===== src/rtl/chan_diag_pkg.sv =====
package chan_diag_pkg;

  typedef enum logic {
    TRIP_OVERCURRENT = 1'b0,
    TRIP_THERMAL     = 1'b1
  } trip_mode_e;

  // on + high output, or off + low output, is a fault
  function automatic logic raw_fault(input logic cmd_on, input logic above);
    return cmd_on ? above : ~above;
  endfunction

endpackage


===== src/rtl/diag_ovld_latch.sv =====
module diag_ovld_latch
  import chan_diag_pkg::*;
#(
  parameter trip_mode_e MODE = TRIP_OVERCURRENT
) (
  input  logic clk_i,
  input  logic rst_ni,
  input  logic cmd_on_i,
  input  logic oc_i,
  input  logic ot_i,
  output logic ovld_o
);

  logic trip;
  logic ovld_q;

  generate
    if (MODE == TRIP_OVERCURRENT) begin : g_oc
      assign trip = oc_i;
    end else begin : g_ot
      assign trip = ot_i;
    end
  endgenerate

  // command off clears, and clearing takes priority
  always_ff @(posedge clk_i or negedge rst_ni) begin
    if (!rst_ni)        ovld_q <= 1'b0;
    else if (!cmd_on_i) ovld_q <= 1'b0;
    else if (trip)      ovld_q <= 1'b1;
  end

  assign ovld_o = ovld_q;

endmodule


===== src/rtl/diag_fault_filter.sv =====
module diag_fault_filter #(
  parameter int unsigned FILT_LEN = 4
) (
  input  logic clk_i,
  input  logic rst_ni,
  input  logic raw_i,
  input  logic clr_i,
  output logic fault_o
);

  localparam int unsigned CNT_W = (FILT_LEN > 1) ? $clog2(FILT_LEN) : 1;
  localparam logic [CNT_W-1:0] LAST = CNT_W'(FILT_LEN - 1);

  logic [CNT_W-1:0] cnt_q;
  logic             flt_q;
  logic             qual;

  assign qual = raw_i && (cnt_q == LAST);

  // consecutive-cycle counter, saturates at LAST
  always_ff @(posedge clk_i or negedge rst_ni) begin
    if (!rst_ni)             cnt_q <= '0;
    else if (!raw_i)         cnt_q <= '0;
    else if (cnt_q != LAST)  cnt_q <= cnt_q + 1'b1;
  end

  always_ff @(posedge clk_i or negedge rst_ni) begin
    if (!rst_ni)     flt_q <= 1'b0;
    else if (clr_i)  flt_q <= 1'b0;
    else if (qual)   flt_q <= 1'b1;
  end

  assign fault_o = flt_q;

endmodule


===== src/rtl/chan_diag_top.sv =====
module chan_diag_top
  import chan_diag_pkg::*;
#(
  parameter int unsigned N_CH      = 8,
  parameter int unsigned N_OC_CH   = 6,
  parameter int unsigned N_FILT_CH = 2,
  parameter int unsigned FILT_LEN  = 4
) (
  input  logic            clk_i,
  input  logic            rst_ni,
  input  logic            cs_ni,
  input  logic [N_CH-1:0] cmd_on_i,
  input  logic [N_CH-1:0] above_thr_i,
  input  logic [N_CH-1:0] oc_i,
  input  logic [N_CH-1:0] ot_i,
  output logic [N_CH-1:0] gate_o,
  output logic [N_CH-1:0] ovld_o,
  output logic [N_CH-1:0] status_o
);

  logic [N_CH-1:0] raw;
  logic [N_CH-1:0] ovld;

  for (genvar i = 0; i < N_CH; i++) begin : g_ch
    localparam trip_mode_e MODE = (i < N_OC_CH) ? TRIP_OVERCURRENT : TRIP_THERMAL;

    assign raw[i] = raw_fault(cmd_on_i[i], above_thr_i[i]);

    diag_ovld_latch #(.MODE(MODE)) u_ovld (
      .clk_i    (clk_i),
      .rst_ni   (rst_ni),
      .cmd_on_i (cmd_on_i[i]),
      .oc_i     (oc_i[i]),
      .ot_i     (ot_i[i]),
      .ovld_o   (ovld[i])
    );

    assign gate_o[i] = cmd_on_i[i] & ~ovld[i];

    if (i < N_FILT_CH) begin : g_filt
      logic flt;
      diag_fault_filter #(.FILT_LEN(FILT_LEN)) u_filt (
        .clk_i   (clk_i),
        .rst_ni  (rst_ni),
        .raw_i   (raw[i]),
        .clr_i   (~cs_ni),
        .fault_o (flt)
      );
      assign status_o[i] = ~flt;
    end else begin : g_live
      assign status_o[i] = ~raw[i];
    end
  end

  assign ovld_o = ovld;

endmodule


===== config.mk =====
export PLATFORM = sky130hd
export DESIGN_NAME = chan_diag_top
export DESIGN_NICKNAME = d
export VERILOG_FILES = /design/src/rtl/chan_diag_pkg.sv /design/src/rtl/diag_ovld_latch.sv /design/src/rtl/diag_fault_filter.sv /design/src/rtl/chan_diag_top.sv
export SDC_FILE = /design/constraint.sdc
export NUM_CORES = 1
export LEC_CHECK = 0
export BUFFER_PORTS_ARGS = -buffer_cell sky130_fd_sc_hd__buf_2
export CAP_MARGIN = 15
export CELL_PAD_IN_SITES_DETAIL_PLACEMENT = 1
export CELL_PAD_IN_SITES_GLOBAL_PLACEMENT = 1
export CORE_MARGIN = 2
export CORE_UTILIZATION = 27
export DETAILED_ROUTE_END_ITERATION = 8
export GPL_ROUTABILITY_DRIVEN = 0
export PLACE_DENSITY = 0.81
export SYNTH_ARGS = -nofsm -noshare
export SYNTH_HDL_FRONTEND = slang
export SYNTH_SLANG_ARGS = --single-unit
export TNS_END_PERCENT = 100

===== constraint.sdc =====
create_clock -name clk_i -period 1.5 [get_ports clk_i]
set_input_delay 0.225 -clock clk_i [delete_from_list [all_inputs] [get_ports clk_i]]
set_output_delay 0.225 -clock clk_i [all_outputs]
set_load 0.03 [all_outputs]

==> flow_summary_export.csv, run 1 <==
group,metric,value,unit
placement,dp_hpwl,1360,um
clock_network,cts-root-buf,"clkbuf_4",
timing,slew_headroom,0.787,
logic_synthesis,yosysMostFrequentCell,"dfrtp_1",
setup_path,reg2reg_to,"g_ch[1].g_filt.u_filt.cnt_q[1]",
clock_network,cts_tree,"built",
placement,port_buffers,50,
global_routing,grt_pass1_vias,581,
floorplanning,die_h,54.9,um
timing,rsz0062_at_grt,"no",
logic_synthesis,ys_async_sr_fraction,1.00,
logic_synthesis,synth_top_area_frac,0.500,
global_routing,grt_pass1_wl,2330,um
logic_synthesis,synthTopCellsByArea,"dfrtp_1 (50%), xor2_1 (13%), buf_4 (8.6%)",
setup_path,cp.depth,2,
logic_synthesis,yosysUniqueCellTypes,11,
routing,dr.pass1.iters,2,
timing,finalHoldViolations,0,
logic_synthesis,synth-seq-cells,14,
setup_path,slowest_delay,0.40,ns
routing,via_per_inst,4.41,
setup_path,arrival,1.03,ns
global_routing,grt_usage,0.116,
setup_path,rrSetupSlack,0.50,ns
setup_path,required,1.27,ns
hold_path,min_from,"oc_i[0]",
clock_network,htreeDepth,1,
floorplanning,start_util,0.283,
routing,drc,0,
layout,register_area,350,sq um
logic_synthesis,synth_edf_count,0,
setup_path,rr_startpoint,"g_ch[1].g_filt.u_filt.cnt_q[0]",
logic_synthesis,yosysSeqAreaShare,0.500,
setup_path,cpLargestDelayFamily,"flip-flops",
routing,wl,1620,um
setup_path,ff2ff_path_depth,3,
timing,worst_pin_slew,0.320,ns
global_routing,antenna_found_initial,0,
floorplanning,fp-row-count,18,
setup_path,end_kind,"output pin",
routing,drt_iter0_drc,3,
floorplanning,pin_count,59,
layout,diodes,0,
layout,design_area,961,sq um
clock_network,cts_buffer_depth,2,
global_routing,grt_start_max_net_pins,15,
setup_path,startpoint_type,"register",
layout,utilization,0.388,
clock_network,cts_made_buffers,3,
setup_path,critical_path.max_fanout,3,
floorplanning,core-area,2480,sq um
routing,postRouteAntennaNets,0,
logic_synthesis,syn_nets,101,
power_and_ir_drop,power_density,1130,nW/um^2
routing,wl_per_cell,11.6,um
logic_synthesis,yosys.area.top_type,"dfrtp_1",
layout,num-nets-final,149,
setup_path,crit_buf_inv,1,
hold_path,holdPathStages,2,
clock_network,ctsResizeCount,0,
logic_synthesis,synth_ff_type,"dfrtp_1",
floorplanning,dieArea,3020,sq um
power_and_ir_drop,vdd_drop_max,0.346,mV
logic_synthesis,yosys_warnings,0,
logic_synthesis,synth_cells,64,
timing,fmax,0.795,GHz
setup_path,crit_path_cell_trace,"nor2b_1, buf_2",
logic_synthesis,avgSynthCellArea,10.9,sq um
layout,multi_input_area,283,sq um
timing,setup_viol_count_final,0,
setup_path,critPathSlowestCell,"dfrtp_1",
layout,layout-drive-gt1-share,0.482,
timing,hold_slack,0.153,ns
clock_network,path_clk_slew,0.08,ns
placement,place_area,928,sq um
timing,tns,0,ns
timing,finClkSkew,0.000171,ns
layout,synthToLayoutAreaGrowth,37.1,%
logic_synthesis,synthTopCellsByCount,"dfrtp_1 (14), xor2_1 (10), buf_4 (8), nor2b_1 (8), o21a_1 (8)",
routing,vias,618,
timing,timing.final.crit_period,1.26,ns
outcome,status,"finished, final reports clean",
layout,nFillCells,317,
clock_network,clock_latency,0.28,ns
global_routing,grt-ovfl-total,0,
power_and_ir_drop,leakagePower,0.522,nW
setup_path,criticalPathCategory,"reg -> out",
timing,min_period_over_period,0.838,
hold_path,hp-class,"in -> reg",
run,drv_cap,0,
floorplanning,die_w,54.9,um
logic_synthesis,syn_area,701,sq um
clock_network,clock-sinks,14,
timing,slew_violations,0,
hold_path,whs_endpoint,"g_ch[0].u_ovld.ovld_o",
## per-layer routing
metal  track usage  share of wire  vias to the layer above
li1              -              -                      295
met1         0.100           0.33                      271
met2         0.218           0.46                       47
met3        0.0323           0.17                        5
met4        0.0976          0.031                        0
met5             0              0                        -
## registers in the layout, summed over array words and instances (netlist names)
name,count
g_ch.u_ovld.ovld_o,8
g_ch.g_filt.u_filt.fault_o,2
g_ch.g_filt.u_filt.cnt_q,4
## report_power, final
group	leakage, nW	switching (W)	internal (W)
clock	0.0138	0.000121	0.0000934
combinational	0.329	0.000235	0.000153
sequential	0.179	0.0000427	0.000445
## worst register-to-register path, stage by stage, from the launching register on
cell and delay, ns:
dfrtp_1 0.40, ha_1 0.30, mux2i_1 0.13, nor2_1 0.05
## layout by cell type (no fill, tap or decap)
cell           count
dlygate4sd3_1      1
nor2_1             4
o21ai_1            2
o21a_1             8
inv_1              2
dfrtp_1           14
ha_1               2
xor2_1            10
mux2i_1            2
buf_2             50
clkbuf_4           3
nor2b_1            8
nand2_1            4
## per-stage QoR
stage | power (W) | cells | setup slack [ns]
CTS | 0.00112 | 140 | 0.217
global placement | 0.000859 | 136 | 0.548
floorplan | 0.000769 | 64 | 0.459
detailed placement | 0.000894 | 136 | 0.501
global route | 0.00118 | 140 | 0.144
finish | 0.00109 | 140 | 0.243
## area by class of cell
type / count / area share
Sequential cell: 14 / 0.365
Clock buffer: 3 / 0.0234
Timing Repair Buffer: 51 / 0.271
Inverter: 2 / 0.00781
Multi-Input combinational cell: 40 / 0.294
Tap cell: 30 / 0.0391
## repair_timing
action,4_1_cts,5_1_grt
endpoints found under the hold margin,14,0
setup buffers,0,0
hold buffers,1,0
## kinds of logic after synthesis
kind of cell / count (synthesis) / share of synthesized area
and+or+nand+nor: 16 / 0.114
DFF: 14 / 0.500
AOI/OAI and AO/OA: 10 / 0.100
xor gates and xnor gates: 10 / 0.125
buffers and inverters: 10 / 0.0964
muxes: 2 / 0.0286
adders and majority gates: 2 / 0.0357
## how the worst max path moves through the flow
stage / start / to / slack (ns)
after floorplan: g_ch[0].u_ovld.ovld_o / gate_o[0] / 0.46
after global placement: g_ch[1].g_filt.u_filt.cnt_q[0] / g_ch[1].g_filt.u_filt.cnt_q[1] / 0.55
after detailed placement: g_ch[1].g_filt.u_filt.cnt_q[0] / g_ch[1].g_filt.u_filt.cnt_q[1] / 0.50
after CTS: g_ch[7].u_ovld.ovld_o / gate_o[7] / 0.22
after global routing: g_ch[1].u_ovld.ovld_o / gate_o[1] / 0.14
final: g_ch[7].u_ovld.ovld_o / gate_o[7] / 0.24
No activity file was read; power rests on OpenSTA's default activity.
==> inputs of run 2 (changes only) <==
CORE_UTILIZATION = 25   (was 27)
PLACE_DENSITY = 0.76   (was 0.81)
clock period = 1.2 ns   (was 1.5 ns; I/O delays follow)
==> run 2 against run 1 <==
  * The flow now finishes with violations (negative setup slack)
  * Power grew 33%
  * Sequential share of layout area decreased by 2.1 points
  * Sequential power rose by 25%
  * Worst hold slack worse by 0.043 ns
  * First-iteration DRC count rose to 3.0 times the previous value
  * Die area grew 7.4%
  * Critical path type unchanged
  * Worst setup slack worse by 0.25 ns
  * Non-clock buffer count increased by 3
==> flow_summary_export.csv, run 2 (synthesis gave the netlist of run 1 again) <==
group,metric,value,unit
setup_path,end_kind,"output pin",
timing,setup_viol_count_final,1,
routing,vias,608,
routing,met1_length,610,um
outcome,failed_checks,"negative setup slack",
timing,slew_headroom,0.782,
setup_path,ff2ff_path_depth,3,
layout,nFillCells,324,
floorplanning,dieArea,3240,sq um
power_and_ir_drop,power_density,1420,nW/um^2
routing,route.met2.wl,727,um
floorplanning,pin_count,59,
routing,dr_wl_met3,204,um
setup_path,crit_path_cell_trace,"nor2b_1, buf_4",
clock_network,clock-sinks,14,
clock_network,clock_latency,0.28,ns
layout,final_common_cell,"buf_2",
clock_network,path_clk_slew,0.09,ns
outcome,status,"finished, violations left",
timing,worst_pin_slew,0.327,ns
setup_path,required,1.02,ns
power_and_ir_drop,leakagePower,0.548,nW
setup_path,rr_startpoint,"g_ch[0].g_filt.u_filt.cnt_q[0]",
setup_path,arrival,1.02,ns
floorplanning,die_h,56.9,um
run,drv_cap,0,
routing,drt_iter0_drc,9,
floorplanning,fp-row-count,19,
clock_network,cts_tree,"built",
timing,finClkSkew,0.00157,ns
global_routing,grt_pass1_vias,619,
routing,wl_per_cell,10.6,um
setup_path,reg2reg_to,"g_ch[0].g_filt.u_filt.cnt_q[0]",
routing,postRouteAntennaNets,0,
timing,hold_slack,0.110,ns
layout,layout-drive-gt1-share,0.500,
layout,utilization,0.376,
routing,dr.pass1.iters,2,
timing,fmax,0.831,GHz
routing,wl,1540,um
layout,synthToLayoutAreaGrowth,45.4,%
setup_path,startpoint_type,"register",
global_routing,grt_usage,0.0993,
setup_path,critical_path.max_fanout,3,
global_routing,grt-ovfl-total,0,
layout,diodes,0,
floorplanning,start_util,0.259,
routing,highest_layer,"met3",
global_routing,grt_start_max_net_pins,15,
routing,via_per_inst,4.19,
timing,tns,-0.00339,ns
hold_path,hp-class,"in -> reg",
layout,largest_reg_flops,8,
setup_path,crit_start,"g_ch[1].u_ovld.ovld_o",
global_routing,grt_pass1_wl,2540,um
setup_path,rrSetupSlack,0.20,ns
clock_network,cts-root-buf,"clkbuf_4",
timing,timing.final.crit_period,1.20,ns
power_and_ir_drop,vdd_drop_max,0.594,mV
timing,min_period_over_period,1.00,
clock_network,cts_made_buffers,3,
clock_network,cts_buffer_depth,2,
clock_network,htreeDepth,1,
floorplanning,core-area,2710,sq um
global_routing,antenna_found_initial,0,
layout,final_cell_mix,"buf_2 (42), dfrtp_1 (14), buf_4 (11)",
timing,slew_violations,0,
timing,timing.final.ws_setup,-0.00339,ns
placement,dp_hpwl,1230,um
floorplanning,die_w,56.9,um
setup_path,slowest_delay,0.41,ns
setup_path,critPathSlowestCell,"dfrtp_1",
timing,rsz0062_at_grt,"yes",
placement,port_buffers,50,
setup_path,cp-endpoint,"gate_o[1]",
setup_path,criticalPathCategory,"reg -> out",
layout,num-nets-final,152,
routing,drc,0,
timing,finalHoldViolations,0,
run 2: layout make-up:
type	instances	area [sq um]	share of cell area
inverters	2	7.51	0.00737
repair buffers	54	303	0.297
well taps	31	38.8	0.0381
clock buffers	4	36.3	0.0356
flip-flops and latches	14	350	0.344
multi-input cells	40	283	0.278
run 2: layer usage:
layer / track usage / vias up
li1: - / 299
met1: 0.118 / 267
met2: 0.166 / 42
met3: 0.0454 / 0
met4: 0.0199 / 0
met5: 0 / -
run 2: worst min path at each step:
stage | from | to | slack (ns) | cells after the start
4_1_cts | oc_i[1] | g_ch[1].u_ovld.ovld_o | 0.10 | 2
3_3_place_gp | rst_ni | g_ch[6].u_ovld.ovld_o | 0.1 | 1
6_report | oc_i[1] | g_ch[1].u_ovld.ovld_o | 0.11 | 2
5_1_grt | oc_i[1] | g_ch[1].u_ovld.ovld_o | 0.10 | 2
3_5_place_dp | rst_ni | g_ch[1].g_filt.u_filt.fault_o | 0.10 | 1
2_1_floorplan | rst_ni | g_ch[0].g_filt.u_filt.cnt_q[0] | -0.12 | 0
run 2: power by group:
part / internal, W / switching [W] / total [W]
clock network: 0.000185 / 0.000155 / 0.000339
logic: 0.000207 / 0.000291 / 0.000498
registers: 0.000557 / 0.0000546 / 0.000611
total: 0.000948 / 0.000500 / 0.00145
run 2: repair_timing:
item,CTS,global route
hold buffers,1,0
resized for setup,0,16
setup buffers,0,3
setup endpoints to repair,0,8
endpoints found under the hold margin,14,0
run 2: through the flow:
step	instance area (sq um)	setup WS, ns	cells	power, W
floorplan	701	0.204	64	0.000961
global placement	930	0.248	137	0.00107
detailed placement	930	0.203	137	0.00110
CTS	976	0.000648	142	0.00146
global route	1020	-0.0504	145	0.00155
finish	1020	-0.00339	145	0.00145
run 2: worst max-delay path, delay by kind of cell, from the launching register on:
kind / cells / cell delay (ns)
flip-flops: 1 / 0.41
buffers and inverters: 1 / 0.18
AND/OR/NAND/NOR: 1 / 0.15
